## src/rtl/fpchk_pkg.sv

```systemverilog
package fpchk_pkg;

  typedef enum logic [1:0] {
    MODE_PLAIN = 2'd0,
    MODE_CMP   = 2'd1,
    MODE_SWC   = 2'd2,
    MODE_SPARE = 2'd3
  } chk_mode_e;

  typedef struct packed {
    logic trap;
    logic inv;
    logic swc;
    logic sticky;
  } verdict_t;

  localparam verdict_t VERDICT_NONE = '{trap: 1'b0, inv: 1'b0, swc: 1'b0, sticky: 1'b0};

endpackage

```

## src/rtl/fpchk_classify.sv

```systemverilog
module fpchk_classify #(
  parameter int EXP_W  = 11,
  parameter int FRAC_W = 52
) (
  input  logic [EXP_W+FRAC_W-1:0] mag,
  output logic                    is_denorm,
  output logic                    is_inf,
  output logic                    is_nan
);
  logic [EXP_W-1:0]  exp_f;
  logic [FRAC_W-1:0] frac_f;
  logic              exp_zero, exp_full, frac_nz;

  always_comb begin
    exp_f     = mag[EXP_W+FRAC_W-1:FRAC_W];
    frac_f    = mag[FRAC_W-1:0];
    exp_zero  = (exp_f == '0);
    exp_full  = (exp_f == '1);
    frac_nz   = (frac_f != '0);
    is_denorm = exp_zero && frac_nz;
    is_inf    = exp_full && !frac_nz;
    is_nan    = exp_full && frac_nz;
  end
endmodule

```

## src/rtl/fpchk_rule.sv

```systemverilog
module fpchk_rule
  import fpchk_pkg::*;
#(
  parameter int EXP_W  = 11,
  parameter int FRAC_W = 52,
  localparam int WIDTH = 1 + EXP_W + FRAC_W
) (
  input  logic [WIDTH-1:0] operand,
  input  logic [1:0]       mode,
  input  logic             flush,
  input  logic             is_denorm,
  input  logic             is_inf,
  input  logic             is_nan,
  output verdict_t         verdict
);
  localparam logic [WIDTH-1:0] SUB_MAX  = {{(WIDTH-FRAC_W){1'b0}}, {FRAC_W{1'b1}}};
  localparam logic [WIDTH-1:0] SIGN_BIT = {1'b1, {(WIDTH-1){1'b0}}};

  logic [WIDTH-1:0] magnitude;
  logic             tiny_mag;
  chk_mode_e        m;

  always_comb begin
    // magnitude with the sign cleared; software-completion test is a range compare
    magnitude = operand ^ (operand[WIDTH-1] ? SIGN_BIT : '0);
    tiny_mag  = (magnitude != '0) && (magnitude <= SUB_MAX);
    m         = chk_mode_e'(mode);
    verdict   = VERDICT_NONE;
    unique case (m)
      MODE_CMP: begin
        if (is_denorm) begin
          verdict.trap = 1'b1;
          verdict.inv  = 1'b1;
        end else if (is_nan) begin
          verdict.trap   = 1'b1;
          verdict.inv    = 1'b1;
          verdict.sticky = 1'b1;
        end
      end
      MODE_SWC: begin
        if (tiny_mag && !flush) begin
          verdict.trap = 1'b1;
          verdict.inv  = 1'b1;
          verdict.swc  = 1'b1;
        end
      end
      default: begin
        if (is_denorm) begin
          verdict.trap = 1'b1;
          verdict.inv  = 1'b1;
        end else if (is_inf || is_nan) begin
          verdict.trap   = 1'b1;
          verdict.inv    = 1'b1;
          verdict.sticky = 1'b1;
        end
      end
    endcase
  end
endmodule

```

## src/rtl/fpchk_stage.sv

```systemverilog
module fpchk_stage
  import fpchk_pkg::*;
(
  input  logic     clk,
  input  logic     rst_n,
  input  logic     in_valid,
  output logic     in_ready,
  input  verdict_t d,
  output logic     out_valid,
  input  logic     out_ready,
  output verdict_t q
);
  logic     vld_q;
  verdict_t hold_q;

  assign in_ready  = !vld_q || out_ready;
  assign out_valid = vld_q;
  assign q         = hold_q;

  always_ff @(posedge clk or negedge rst_n) begin
    if (!rst_n) begin
      vld_q  <= 1'b0;
      hold_q <= VERDICT_NONE;
    end else if (in_valid && in_ready) begin
      vld_q  <= 1'b1;
      hold_q <= d;
    end else if (out_ready) begin
      vld_q  <= 1'b0;
      hold_q <= VERDICT_NONE;
    end
  end
endmodule

```

## src/rtl/fpchk_top.sv

```systemverilog
module fpchk_top
  import fpchk_pkg::*;
#(
  parameter int EXP_W  = 11,
  parameter int FRAC_W = 52,
  localparam int WIDTH = 1 + EXP_W + FRAC_W
) (
  input  logic             clk,
  input  logic             rst_n,
  input  logic             in_valid,
  output logic             in_ready,
  input  logic [WIDTH-1:0] in_data,
  input  logic [1:0]       in_mode,
  input  logic             in_flush,
  output logic             out_valid,
  input  logic             out_ready,
  output logic             out_trap,
  output logic             out_inv,
  output logic             out_swc,
  output logic             out_sticky_inv
);
  logic     denorm_w, inf_w, nan_w;
  verdict_t verdict_w, held_w;

  fpchk_classify #(.EXP_W(EXP_W), .FRAC_W(FRAC_W)) u_classify (
    .mag       (in_data[WIDTH-2:0]),
    .is_denorm (denorm_w),
    .is_inf    (inf_w),
    .is_nan    (nan_w)
  );

  fpchk_rule #(.EXP_W(EXP_W), .FRAC_W(FRAC_W)) u_rule (
    .operand   (in_data),
    .mode      (in_mode),
    .flush     (in_flush),
    .is_denorm (denorm_w),
    .is_inf    (inf_w),
    .is_nan    (nan_w),
    .verdict   (verdict_w)
  );

  fpchk_stage u_stage (
    .clk       (clk),
    .rst_n     (rst_n),
    .in_valid  (in_valid),
    .in_ready  (in_ready),
    .d         (verdict_w),
    .out_valid (out_valid),
    .out_ready (out_ready),
    .q         (held_w)
  );

  assign out_trap       = held_w.trap;
  assign out_inv        = held_w.inv;
  assign out_swc        = held_w.swc;
  assign out_sticky_inv = held_w.sticky;
endmodule

```

## config.mk

```make
export PLATFORM = sky130hd
export DESIGN_NAME = fpchk_top
export DESIGN_NICKNAME = d
export VERILOG_FILES = /design/src/rtl/fpchk_pkg.sv /design/src/rtl/fpchk_classify.sv /design/src/rtl/fpchk_rule.sv /design/src/rtl/fpchk_stage.sv /design/src/rtl/fpchk_top.sv
export SDC_FILE = /design/constraint.sdc
export NUM_CORES = 1
export LEC_CHECK = 0
export BUFFER_PORTS_ARGS = -buffer_cell sky130_fd_sc_hd__buf_2
export CAP_MARGIN = 20
export CELL_PAD_IN_SITES_DETAIL_PLACEMENT = 1
export CELL_PAD_IN_SITES_GLOBAL_PLACEMENT = 1
export CORE_AREA = 2 2 56 58
export DETAILED_ROUTE_END_ITERATION = 8
export DIE_AREA = 0 0 58 60
export PLACE_DENSITY = 0.86
export SYNTH_ARGS = -nofsm -noshare
export SYNTH_HDL_FRONTEND = slang
export SYNTH_SLANG_ARGS = --single-unit
export TNS_END_PERCENT = 20
```

## constraint.sdc

```tcl
create_clock -name clk -period 1.8 [get_ports clk]
set_clock_uncertainty 0.1 [all_clocks]
set_input_delay 0.27 -clock clk [delete_from_list [all_inputs] [get_ports clk]]
set_output_delay 0.27 -clock clk [all_outputs]
set_load 0.005 [all_outputs]
```

## Word level (Yosys, flattened, before mapping)

Cells that the tools add are included.
W data, S select, Z words.

| cells by class | value |
|---|---|
| $lt $le $gt $ge | 1 |
| equality and inequality tests | 3 |
| muxes and demuxes | 17 |
| bitwise gates (word level) | 1 |
| reduce and logical (&&, ||, !) cells | 15 |

Operators with widths:

| kind | count |
|---|---|
| $le A64 B52 Y1 const B | 1 |
| $mux W64 | 1 |
| $reduce_bool A64 Y1 | 1 |
| $xor A64 B64 Y64 | 1 |
| $reduce_bool A52 Y1 | 1 |
| $eq A11 B11 Y1 const B | 1 |
| $logic_not A11 Y1 | 1 |
| $mux W2 | 4 |
| $mux W4 | 2 |
| $mux W1 | 7 |
| $logic_and A1 B1 Y1 | 6 |
| $pmux W2 S2 | 1 |
| $logic_not A1 Y1 | 3 |
| $mux W3 | 1 |
| $eq A2 B1 Y1 const B | 1 |
| $eq A2 B2 Y1 const B | 1 |
| $logic_or A1 B1 Y1 | 2 |
| $pmux W1 S2 | 1 |
| $reduce_bool A2 Y1 | 1 |

| storage, ports and cells | value |
|---|---|
| bits in registers | 5 |
| input bits | 71 |
| output and inout port bits | 6 |

## Depth between registers and ports, before layout

Gate-level depths: netlist (run 1).

| depth | value |
|---|---|
| depth after elaboration | 8 |
| depth in mapped cells | 5 |
| mapped depth without buffers | 5 |

## By module

A second synthesis (run 1) with hierarchy kept.

| unflattened totals | value |
|---|---|
| cells, all modules | 85 |
| area, all modules | 646.9 um^2 |

Modules (own cells, without submodules):

| module | times used | cells an instance | area each (um^2) | sequential area each (um^2) |
|---|---|---|---|---|
| fpchk_rule | 1 | 35 | 236.5 | 0.0 |
| fpchk_stage | 1 | 21 | 227.7 | 125.1 |
| fpchk_classify | 1 | 29 | 182.7 | 0.0 |

## Worst setup path after synthesis (run 1)

Ideal clock, no wire load.

| path | value |
|---|---|
| path type | input to register |
| from | input port in_data[47] |
| to | register u_stage.hold_q (netlist bit u_stage.q[2]) |
| library setup time | 0.126 ns |
| data arrival time | 1.445 ns |
| required time | 1.574 ns |
| path slack | 0.129 ns |
| cell stages on the path | 5 |
| path buffers | 0 |
| path through | nor4_1 -> nand4_1 -> or4_4 -> a32oi_1 -> o21ai_1 |

| between the ends | value |
|---|---|
| cells in the longest elaborated chain, start to end | 8 |
| elaborated cells between the ends (all ways) | 18 |

Ends and longest elaborated chain:

| what | line | RTL |
|---|---|---|
| start, declared | fpchk_top.sv:12 | `input logic [WIDTH-1:0] in_data,` |
| parallel branches: the longest is 6 deep, another holds $le A64 B52 Y1 | - |  |
| $pmux W2 S2 (*) | fpchk_rule.sv:29 | `unique case (m)` |
| $mux W4 (*) | fpchk_stage.sv:24 | `end else if (in_valid && in_ready) begin` |
| end signal, assigned | fpchk_stage.sv:23 | `hold_q <= VERDICT_NONE;` |
| end signal, assigned | fpchk_stage.sv:26 | `hold_q <= d;` |
| end signal, assigned | fpchk_stage.sv:29 | `hold_q <= VERDICT_NONE;` |
| end, declared | fpchk_stage.sv:14 | `verdict_t hold_q;` |

Mark *: on every way between the ends.
A chain may end at the register's enable or synchronous reset.

## Final worst setup path (run 1)

| path | value |
|---|---|
| from | input port in_data[42] |
| to | register u_stage.hold_q (netlist bit u_stage.q[2]) |

Same word-level chain as after synthesis.

==> results of run 1 <==
[power breakdown]
part	switching, mW	internal (mW)	total, mW	leakage (nW)
clock	0.0348	0.0744	0.109	0.0138
sequential	0.00101	0.0920	0.0930	0.0527
combinational	0.0421	0.0673	0.109	0.392
total	0.0779	0.234	0.312	0.458
[final cells by class]
type | instances | area (sq um) | share of cell area
sequential | 4 | 100 | 0.117
clock buffer | 3 | 22.5 | 0.0264
tap | 33 | 41.3 | 0.0485
inverter | 4 | 15.0 | 0.0176
timing repair buffer | 76 | 385 | 0.452
multi-input combinational | 46 | 288 | 0.338
[final timing paths]
kind,startpoint,endpoint
max,in_data[42],u_stage.q[2]
min,in_valid,u_stage.out_valid
max reg2reg,u_stage.out_valid,u_stage.q[2]
min reg2reg,u_stage.q[1],u_stage.q[1]
max in group asynchronous,rst_n,u_stage.out_valid
min in group asynchronous,rst_n,u_stage.q[1]
[logic make-up after synthesis]
logic type / Yosys count / share of synthesized area
AOI/OAI and AO/OA: 7 / 0.101
adders and majority gates: 2 / 0.0610
buffers and inverters: 5 / 0.0549
DFF: 4 / 0.244
and+or+nand+nor: 37 / 0.540
[per-stage QoR]
| stage | utilization | total power, mW | TNS, ps | setup WS [ps] |
|---|---|---|---|---|
| 2_1_floorplan | - | 0.116 | 0 | 129 |
| 3_3_place_gp | 0.282 | 0.199 | -198 | -115 |
| 3_5_place_dp | 0.282 | 0.203 | -274 | -157 |
| 4_1_cts | 0.294 | 0.320 | 0 | 100 |
| 5_1_grt | 0.294 | 0.340 | 0 | 42.6 |
| 6_report | 0.294 | 0.312 | 0 | 185 |
[cell usage after synthesis (all sizes together) (2+ instances only)]
master / count / share of area
ha: 2 / 0.061
nand2: 4 / 0.037
nor2: 3 / 0.027
nand2b: 2 / 0.030
inv: 4 / 0.037
nand3: 3 / 0.037
a21oi: 3 / 0.037
nor4: 15 / 0.24
dfrtp: 4 / 0.24
nand4: 5 / 0.076
o21ai: 2 / 0.024
[timing repair]
item / in CTS / in global routing
hold endpoints to repair: 4 / 0
setup endpoints to repair: 0 / 1
hold buffers: 1 / 0
[metal layers]
layer,wire length (um),vias up,track usage
li1,-,379,-
met1,649,338,0.112
met3,174,0,0.0303
met2,1050,38,0.229
met5,0,-,0
met4,0,0,0.0631
[registers in the layout, indices dropped and copies added (netlist names)]
register / count
u_stage.q: 3
u_stage.out_valid: 1
[worst reg2reg max path, cell delays in order (launching register included)]
cell                       delay (ps)
sky130_fd_sc_hd__dfrtp_1          350
sky130_fd_sc_hd__nand2b_1         110
sky130_fd_sc_hd__and2_1           210
sky130_fd_sc_hd__a32oi_1          170
sky130_fd_sc_hd__o21ai_1           90
==> impl_summary.md, run 1 <==
Status
The run finished with clean final reports.

Drt
After the first detailed-routing iteration, the DRC count stood at 6. In the routed design, unresolved DRC markers number 0. The first-pass iteration count of the detailed router is 4.

In the routed layout, each cell is associated on average with a via count of 4.55. The final antenna-violating net count is 0. The routed design has 1870 um of wire. The routed layout has 755 vias. In the final routed layout, each cell accounts on average for 11.3 um.

Timing
The worst slew margin relative to its limit is 0.831. The number of slew-limit violations in the final report is 0. The smallest clock period supported by the final layout is computed as 1610 ps.

Setup repair after global routing left no endpoint under its margin. Timing would allow up to 0.619 GHz. Dividing the final minimum period by the clock period gives 0.897. The pin slew with the least headroom to its limit is 251 ps. The final hold slack is 184 ps.

The final number of hold-violating endpoints came to 0. Setup violations remaining at the end of the flow were counted as 0.

Placement
The cell area after placement is 820 sq um. The HPWL reported at the end of detailed placement is 1770 um. Routability-driven placement finished with a final weighted congestion of 0.722.

The number of placed instances, taps included, is 162. The count of input and output buffers is 75.

Yosys
The synthesized instance count is 55. The primary flip-flop cell chosen by synthesis mapping is sky130_fd_sc_hd__dfrtp_1. The number of nets handed over by synthesis was 128. The async set-reset flop share out of synthesis is 1.00.

Synthesis instantiated 21 different standard cells from the library. In this run, synthesis produced a sequential element count of 4. The average footprint of a synthesized cell is 7.46 sq um.

The netlist area before placement is 410 sq um. The synthesized design contains 0 enable-type register cells. The total number of yosys warnings is 0. The fraction of the yosys area taken by sequential cells is 0.244.

Floorplanning
In this run the vertical extent of the chip is 60 um. In this run the horizontal extent of the chip is 58 um. The floorplan step defined a core boundary enclosing 0.00290 sq mm. The floorplan has 20 rows. The total I/O pin count is 77. The initial cell density of the core is 0.141. The floorplan step defined a die boundary enclosing 0.00348 sq mm.

Global route
Entering global routing, the biggest net connects 6 pins. The first global-routing pass estimated 3160 um of wire. The global routing usage summed across all routing layers is 0.117. The number of global-route vias before repair came to 856. After global routing the overflow that remains totals 0. The initial antenna violation count came to 0.

Finish
The relative area change from synthesis to final layout is 108%. The final net count is 208. Of the cells placed in the final design, the portion with a size suffix greater than 1 is 0.602. The most common library cell in the layout ignoring fill and taps is sky130_fd_sc_hd__buf_2.

In the layout the commonest cells are sky130_fd_sc_hd__buf_2 (75), sky130_fd_sc_hd__nor4_1 (14), sky130_fd_sc_hd__nand4_1 (5). The repair_antennas step left the layout with diodes totalling 0. The number of cells in the finished layout apart from fillers is 166. The number of filler instances in the final layout is 383. The finished cells cover 852 sq um.

Flow run
The tool flagged a number of max-cap violations equal to 0.

Setup path
Across all register-to-register paths, the minimum setup slack is 640 ps. Walking the worst path, the cells encountered are buf_2, nor4_1, nand3_1, or4_4, a32oi_1, o21ai_1. The critical path endpoint category is a flip-flop. The maximum fanout along the worst path is 5.

Broken down by cell family, the worst path's largest delay share belongs to simple AND/OR/NAND/NOR gates. The worst path buffer plus inverter count is 1. The number of cells on the worst reg-to-reg path is 4. STA puts the critical path data required time at 1810 ps. The setup path with the least slack is of type in -> reg. The largest single stage delay on the critical path is 570 ps. The slowest stage of the critical path is the sky130_fd_sc_hd__or4_4 cell. The critical path arrival is 1620 ps. The worst setup path is launched from a primary input. The number of logic stages on the critical path including buffering is 6.

Clocking
The post-cts repair resize count is 0. The later-pin clock latency in the skew report is 230 ps. Clock tree synthesis selected as its root buffer the cell sky130_fd_sc_hd__clkbuf_4. The setup fix buffers added after clock tree synthesis is 0. The number of buffers added by the clock tree synthesis step is 3. Clock-pin slew was measured on the worst setup and hold paths at 40 ps.

The buffer depth of the longest clock path is 2. The number of H-tree levels is 1. TritonCTS built the clock tree.

Clock tree synthesis found a total of 4 sinks.

Power and ir drop
The static leakage power is 0.458 nW. The power per unit of standard cell area is 366 mW/mm^2. The maximum ir drop on the vdd rail is 156 uV.

Min path
The class of the tightest hold or removal check is in -> reg. The number of cells traversed by the worst hold path is 2.
Note: power is estimated with default switching activity, not from simulation.
==> run 2, diff against run 1 <==
--- a/config.mk
+++ b/config.mk
@@ -9,10 +9,10 @@
 export CAP_MARGIN = 20
 export CELL_PAD_IN_SITES_DETAIL_PLACEMENT = 1
 export CELL_PAD_IN_SITES_GLOBAL_PLACEMENT = 1
-export CORE_AREA = 2 2 56 58
+export CORE_AREA = 2 2 40 79
 export DETAILED_ROUTE_END_ITERATION = 8
-export DIE_AREA = 0 0 58 60
-export PLACE_DENSITY = 0.86
+export DIE_AREA = 0 0 42 81
+export PLACE_DENSITY = 0.87
 export SYNTH_ARGS = -nofsm -noshare
 export SYNTH_HDL_FRONTEND = slang
 export SYNTH_SLANG_ARGS = --single-unit
==> impl_summary.md, run 2 (synthesis results as in run 1) <==
Clocking
The tree is rooted in a sky130_fd_sc_hd__clkbuf_8. The clock drives 4 sinks. The longest clock path from root to sink contains 2 buffers. In this run, CTS created clock tree buffers numbering 3. The number of setup buffers added after CTS is 0. The TritonCTS clock tree is yes. The number of H-tree levels is 1. After clock tree synthesis, the clock-pin slew on the worst setup and hold paths is 30 ps. The later-pin clock latency in the skew report is 230 ps.

Global route
The largest net degree at the start of global routing is 6. The initial antenna violation count is 0. The first global-routing pass estimated 3230 um of wire. The final global-route overflow total is 0.

The number of global-route vias before repair is 745. In the global route stage, overall resource usage came out at 0.125.

Flow run
Max-cap violations in this run came to 0.

Timing
Timing would allow up to 0.589 GHz. Headroom to the max-slew limit came out at 0.802. Setup repair after global routing left no endpoint under its margin.

The number of slew-limit violations in the final report came to 0. The pin slew with the least headroom to its limit is 294 ps. The final setup violation count is 0. In the finished design, the share of the clock period the worst path needs comes to 0.943. The clock period minus final worst setup slack is 1700 ps. The final number of hold-violating endpoints is 0.

Finish
The relative area change from synthesis to final layout is 114%. 0 antenna diodes ended up in the layout. The flip-flop count of the largest register, all copies and words added is 3. Leaving out fill and tap cells, the most frequent cell in the layout is sky130_fd_sc_hd__buf_2. Leaving out fill and tap cells, the most frequent cells in the layout are sky130_fd_sc_hd__buf_2 (75), sky130_fd_sc_hd__nor4_1 (12), sky130_fd_sc_hd__nand4_1 (5). After the last flow step, the layout net total stands at 208.

The proportion of layout cells with a drive suffix above 1 is 0.617. The number of filler instances in the final layout is 375. The number of cells in the finished layout apart from fillers is 163.

Placement
The HPWL reported at the end of detailed placement is 1920 um. The number of placed instances, taps included, is 159. At the end of routability-driven placement, the weighted congestion stood at 0.722. The count of input and output buffers is 75.

Power and ir drop
The maximum ir drop on the vdd rail is 140 uV. The switching power of the nets is 0.103 mW. Of the total power, registers draw 0.229. The internal power summed over all cells is 0.304 mW.

Of the total power, the share spent switching nets is 0.253. The power per unit of standard cell area is 462 mW/mm^2. The analysis attributes to cell leakage a power of 0.467 nW. The clock network fraction of total power is 0.494.

The total chip power is 0.406 mW. The share of power burned in combinational logic is 0.276.

Setup path
Walking the worst path, the cells encountered are buf_2, nor4_1, nand4_1, or4_4, a32oi_1, o21ai_1. Of all nets on the critical path, the largest fanout is 5. On the worst path, the slowest cell contributes a delay of 590 ps. The type of the worst setup path is in -> reg. STA classifies the critical path startpoint as a primary input. For the worst setup path, the data required time is 1800 ps. The cell type of the slowest stage on the worst timing path is sky130_fd_sc_hd__or4_4. The critical path arrival is 1700 ps. The worst setup path is captured at a flip-flop.

Floorplanning
Row generation in the floorplan step produced 28 rows. The die extent in y is 81 um. For this configuration, the core starts out at a cell density of 0.145. The die width is 42 um. 77 I/O pins were placed. The core region is 0.00284 sq mm. The total die area is 0.00340 sq mm.

Status
The run finished with clean final reports.

Drt
The wire length per cell is 12.7 um. The routed via count is 772. The aggregate routed wire length is 2080 um.

After detailed routing, the number of remaining DRC violations is 0. Before antenna repair, the detailed router went through 4 iterations. The detail route stage leaves a number of antenna-violating nets equal to 0. The number of violations reported at the end of detailed-routing iteration 0 is 8. The vias per cell is 4.74.

Min path
The class of the tightest hold or removal check is in -> reg.
run 2: cell type report:
cell class,count,area [sq um],area share
clock buffers,3,41.3,0.0469
inverters,4,15.0,0.0171
multi-input cells,46,300,0.341
flip-flops and latches,4,100,0.114
well taps,30,37.5,0.0427
repair buffers,76,385,0.438
run 2: final timing paths:
| check | start | end | slack [ps] | cells past startpoint |
|---|---|---|---|---|
| min in group asynchronous | rst_n | u_stage.q[1] | 280 | 2 |
| max in group asynchronous | rst_n | u_stage.out_valid | 1200 | 2 |
| min | in_valid | u_stage.out_valid | 180 | 2 |
| min reg2reg | u_stage.q[1] | u_stage.q[1] | 390 | 2 |
| max | in_data[16] | u_stage.q[2] | 100 | 6 |
| max reg2reg | u_stage.out_valid | u_stage.q[2] | 620 | 4 |
run 2: what timing repair did:
action,CTS,global route
resized for setup,0,2
endpoints found under the hold margin,4,0
hold buffers,1,0
endpoints found under the setup margin,0,1
run 2: routing by layer:
layer	routed length, um	global-route usage
met1	641	0.119
met2	1070	0.223
met3	316	0.0533
met4	51	0.0645
met5	0	0
run 2: power groups by stage:
stage | combinational [mW] | clock (mW) | sequential [mW]
floorplan | 0.0212 | 0 | 0.0944
global placement | 0.105 | 0 | 0.0940
detailed placement | 0.110 | 0 | 0.0942
CTS | 0.112 | 0.208 | 0.0931
global route | 0.127 | 0.210 | 0.0935
finish | 0.112 | 0.201 | 0.0932
run 2: critical path, delay by kind of cell:
family / cells / cell delay [ps]
and+or+nand+nor: 3 / 1010
AOI/OAI and AO/OA: 2 / 320
buffers and inverters: 1 / 100
run 2: stage by stage:
step / cell area [sq um] / worst slack [ps] / util / hold WS (ps) / setup TNS, ps
after floorplan: 410 / 129 / - / -126 / 0
after global placement: 816 / -99.6 / 0.287 / -23.3 / -176
after detailed placement: 816 / -179 / 0.287 / -18.9 / -268
after CTS: 867 / 68.6 / 0.306 / 178 / 0
after global routing: 880 / 10.7 / 0.310 / 191 / 0
final: 880 / 103 / 0.310 / 182 / 0
==> run 3, diff against run 2 <==
--- a/config.mk
+++ b/config.mk
@@ -9,9 +9,9 @@
 export CAP_MARGIN = 20
 export CELL_PAD_IN_SITES_DETAIL_PLACEMENT = 1
 export CELL_PAD_IN_SITES_GLOBAL_PLACEMENT = 1
-export CORE_AREA = 2 2 40 79
+export CORE_AREA = 4 4 42 81
 export DETAILED_ROUTE_END_ITERATION = 8
-export DIE_AREA = 0 0 42 81
+export DIE_AREA = 0 0 46 85
 export PLACE_DENSITY = 0.87
 export SYNTH_ARGS = -nofsm -noshare
 export SYNTH_HDL_FRONTEND = slang
==> impl_summary.md, run 3 (synthesis results as in run 1) <==
Floorplanning
The die width is 46 um. The floorplan step defined a die boundary enclosing 0.00391 sq mm. The total area inside the core boundary comes to 0.00277 sq mm. The total I/O pin count is 77. The placement row count is 27. The initial cell density of the core is 0.148. The die extent in y is 85 um.

Drt
Before antenna repair, the detailed router went through 4 iterations. For this block, the initial DRC count from the detailed router was 14. The aggregate routed wire length is 2280 um. The detail route stage leaves a number of antenna-violating nets equal to 0. The wire length per cell is 14.1 um. The detailed router placed 791 vias in this run.

For this run, design rule violations remaining after detail routing come to 0. The vias per cell is 4.88.

Finish
The repair_antennas step left the layout with diodes totalling 0. The flip-flop count of the largest register, all copies and words added is 3. In the layout the commonest cells are sky130_fd_sc_hd__buf_2 (75), sky130_fd_sc_hd__nor4_1 (14), sky130_fd_sc_hd__nand4_1 (5). The number of cells in the finished layout apart from fillers is 162. Of the cells placed in the final design, the portion with a size suffix greater than 1 is 0.602. With fillers left out, the area of the finished cells amounts to 866 sq um. The library cell used most frequently in the layout, excluding fill and tap cells, is sky130_fd_sc_hd__buf_2. At the end of the flow the core is filled with cells to 0.313. At the end of the flow, the number of nets in the layout was 208. The relative area change from synthesis to final layout is 111%.

Clocking
After clock tree synthesis, the repair step resized 0 gates. The tree is rooted in a sky130_fd_sc_hd__clkbuf_8. The setup fix buffers added after clock tree synthesis is 0.

The number of buffers added by the clock tree synthesis step is 3. TritonCTS built the clock tree. After clock tree synthesis, the clock-pin slew on the worst setup and hold paths is 30 ps.

The later-pin clock latency in the skew report is 220 ps. Clock tree synthesis found a total of 4 sinks. In this run the deepest clock path goes through 2 buffers. The number of H-tree levels is 1.

Setup path
The terminus of the critical flop-to-flop path is u_stage.q[2]. The critical path endpoint category is a flip-flop. For the worst setup path, the data arrival time is 1670 ps. The slowest stage of the critical path belongs to the cell sky130_fd_sc_hd__or4_4. Counting cells, the worst reg-to-reg path comes to 4. The number of buffers and inverters on the critical path is 1. The cell type group with the largest total delay on the critical path is simple AND/OR/NAND/NOR gates. The worst-case register-to-register setup slack is 640 ps. The reg-to-reg critical path startpoint is u_stage.out_valid.

The kind of launch point of the worst setup path is a primary input. In this design, the stage delay of the slowest critical-path cell is 590 ps. The signal on the critical path passes through buf_2, nor4_1, nand4_1, or4_4, a32oi_1, o21ai_1. Along the worst path, the maximum fanout reaches 5. The required time reported for the critical path endpoint is 1790 ps. The setup path with the least slack is of type in -> reg.

Placement
After detailed placement, the design holds a cell count of 158. The cell area after placement is 815 sq um. During placement, the flow inserted port buffers numbering 75.

Before CTS, the worst setup slack after placement is -129 ps. The HPWL after detailed placement is 2160 um. At the end of routability-driven placement, the weighted congestion stood at 0.687.

Timing
Setup repair after global routing left no endpoint under its margin. The achievable frequency is 0.597 GHz. The number of slew-limit violations in the final report came to 0. The routed design could run at a clock period as short as 1680 ps. The final critical-path share of the clock period is 0.931. The final setup violation count is 0.

The worst slew margin relative to its limit is 0.805. The final number of hold-violating endpoints is 0. Setup slack closes at 124 ps. For the final routed database, the setup TNS stands at 0 ps.

Final hold analysis gives a worst-case slack of 212 ps. The pin slew with the least headroom to its limit is 290 ps.

Status
The flow ran to the end, and the final reports show no timing, DRC or antenna violations.

Power and ir drop
In this run the power density over the cells is 454 mW/mm^2. Summed over all cells, the static leakage comes to 0.466 nW. The maximum ir drop on the vdd rail is 201 uV.

The total chip power is 0.393 mW.

Min path
The path class of the tightest hold or removal check is in -> reg. Counting instances, the worst hold path has a depth of 2. The worst hold path begins at in_valid. The path with the worst hold slack has its endpoint at u_stage.out_valid.

Global route
The number of global-route vias before repair is 939. Entering global routing, the biggest net connects 6 pins. The final global-route overflow total is 0.

The initial antenna violation count was 0. The global-route wire length before repair is 3670 um. The global routing usage summed across all routing layers is 0.125.

Flow run
Across the run, the number of max-cap violations was 0.
-- run 3: power breakdown --
group / internal (mW) / switching [mW]
clock network: 0.142 / 0.0448
logic: 0.0676 / 0.0453
registers: 0.0922 / 0.00110
total: 0.302 / 0.0913
-- run 3: cell type report --
cell class / count / area [sq um]
fillers: 382 / 1900
repair buffers: 76 / 385
multi-input cells: 46 / 288
flip-flops and latches: 4 / 100
clock buffers: 3 / 41.3
well taps: 29 / 36.3
inverters: 4 / 15.0
-- run 3: per-layer routing --
metal / track usage / vias up / wire length (um)
li1: - / 375 / -
met1: 0.113 / 357 / 669
met2: 0.230 / 52 / 1320
met3: 0.0361 / 7 / 225
met4: 0.0622 / 0 / 61
met5: 0 / - / 0
-- run 3: worst max-delay path by stage --
| stage | from | end | slack (ps) | cells after the start |
|---|---|---|---|---|
| 6_report | in_data[47] | u_stage.q[2] | 120 | 6 |
| 5_1_grt | in_data[4] | u_stage.q[2] | 40 | 6 |
| 4_1_cts | in_data[47] | u_stage.q[2] | 100 | 6 |
| 3_5_place_dp | in_data[47] | u_stage.q[2] | -130 | 6 |
| 3_3_place_gp | in_data[23] | u_stage.q[2] | -80 | 6 |
| 2_1_floorplan | in_data[47] | u_stage.q[2] | 130 | 5 |
-- run 3: repair_timing --
item | CTS | global route
hold buffers | 1 | 0
endpoints found under the setup margin | 0 | 0
endpoints found under the hold margin | 4 | 0
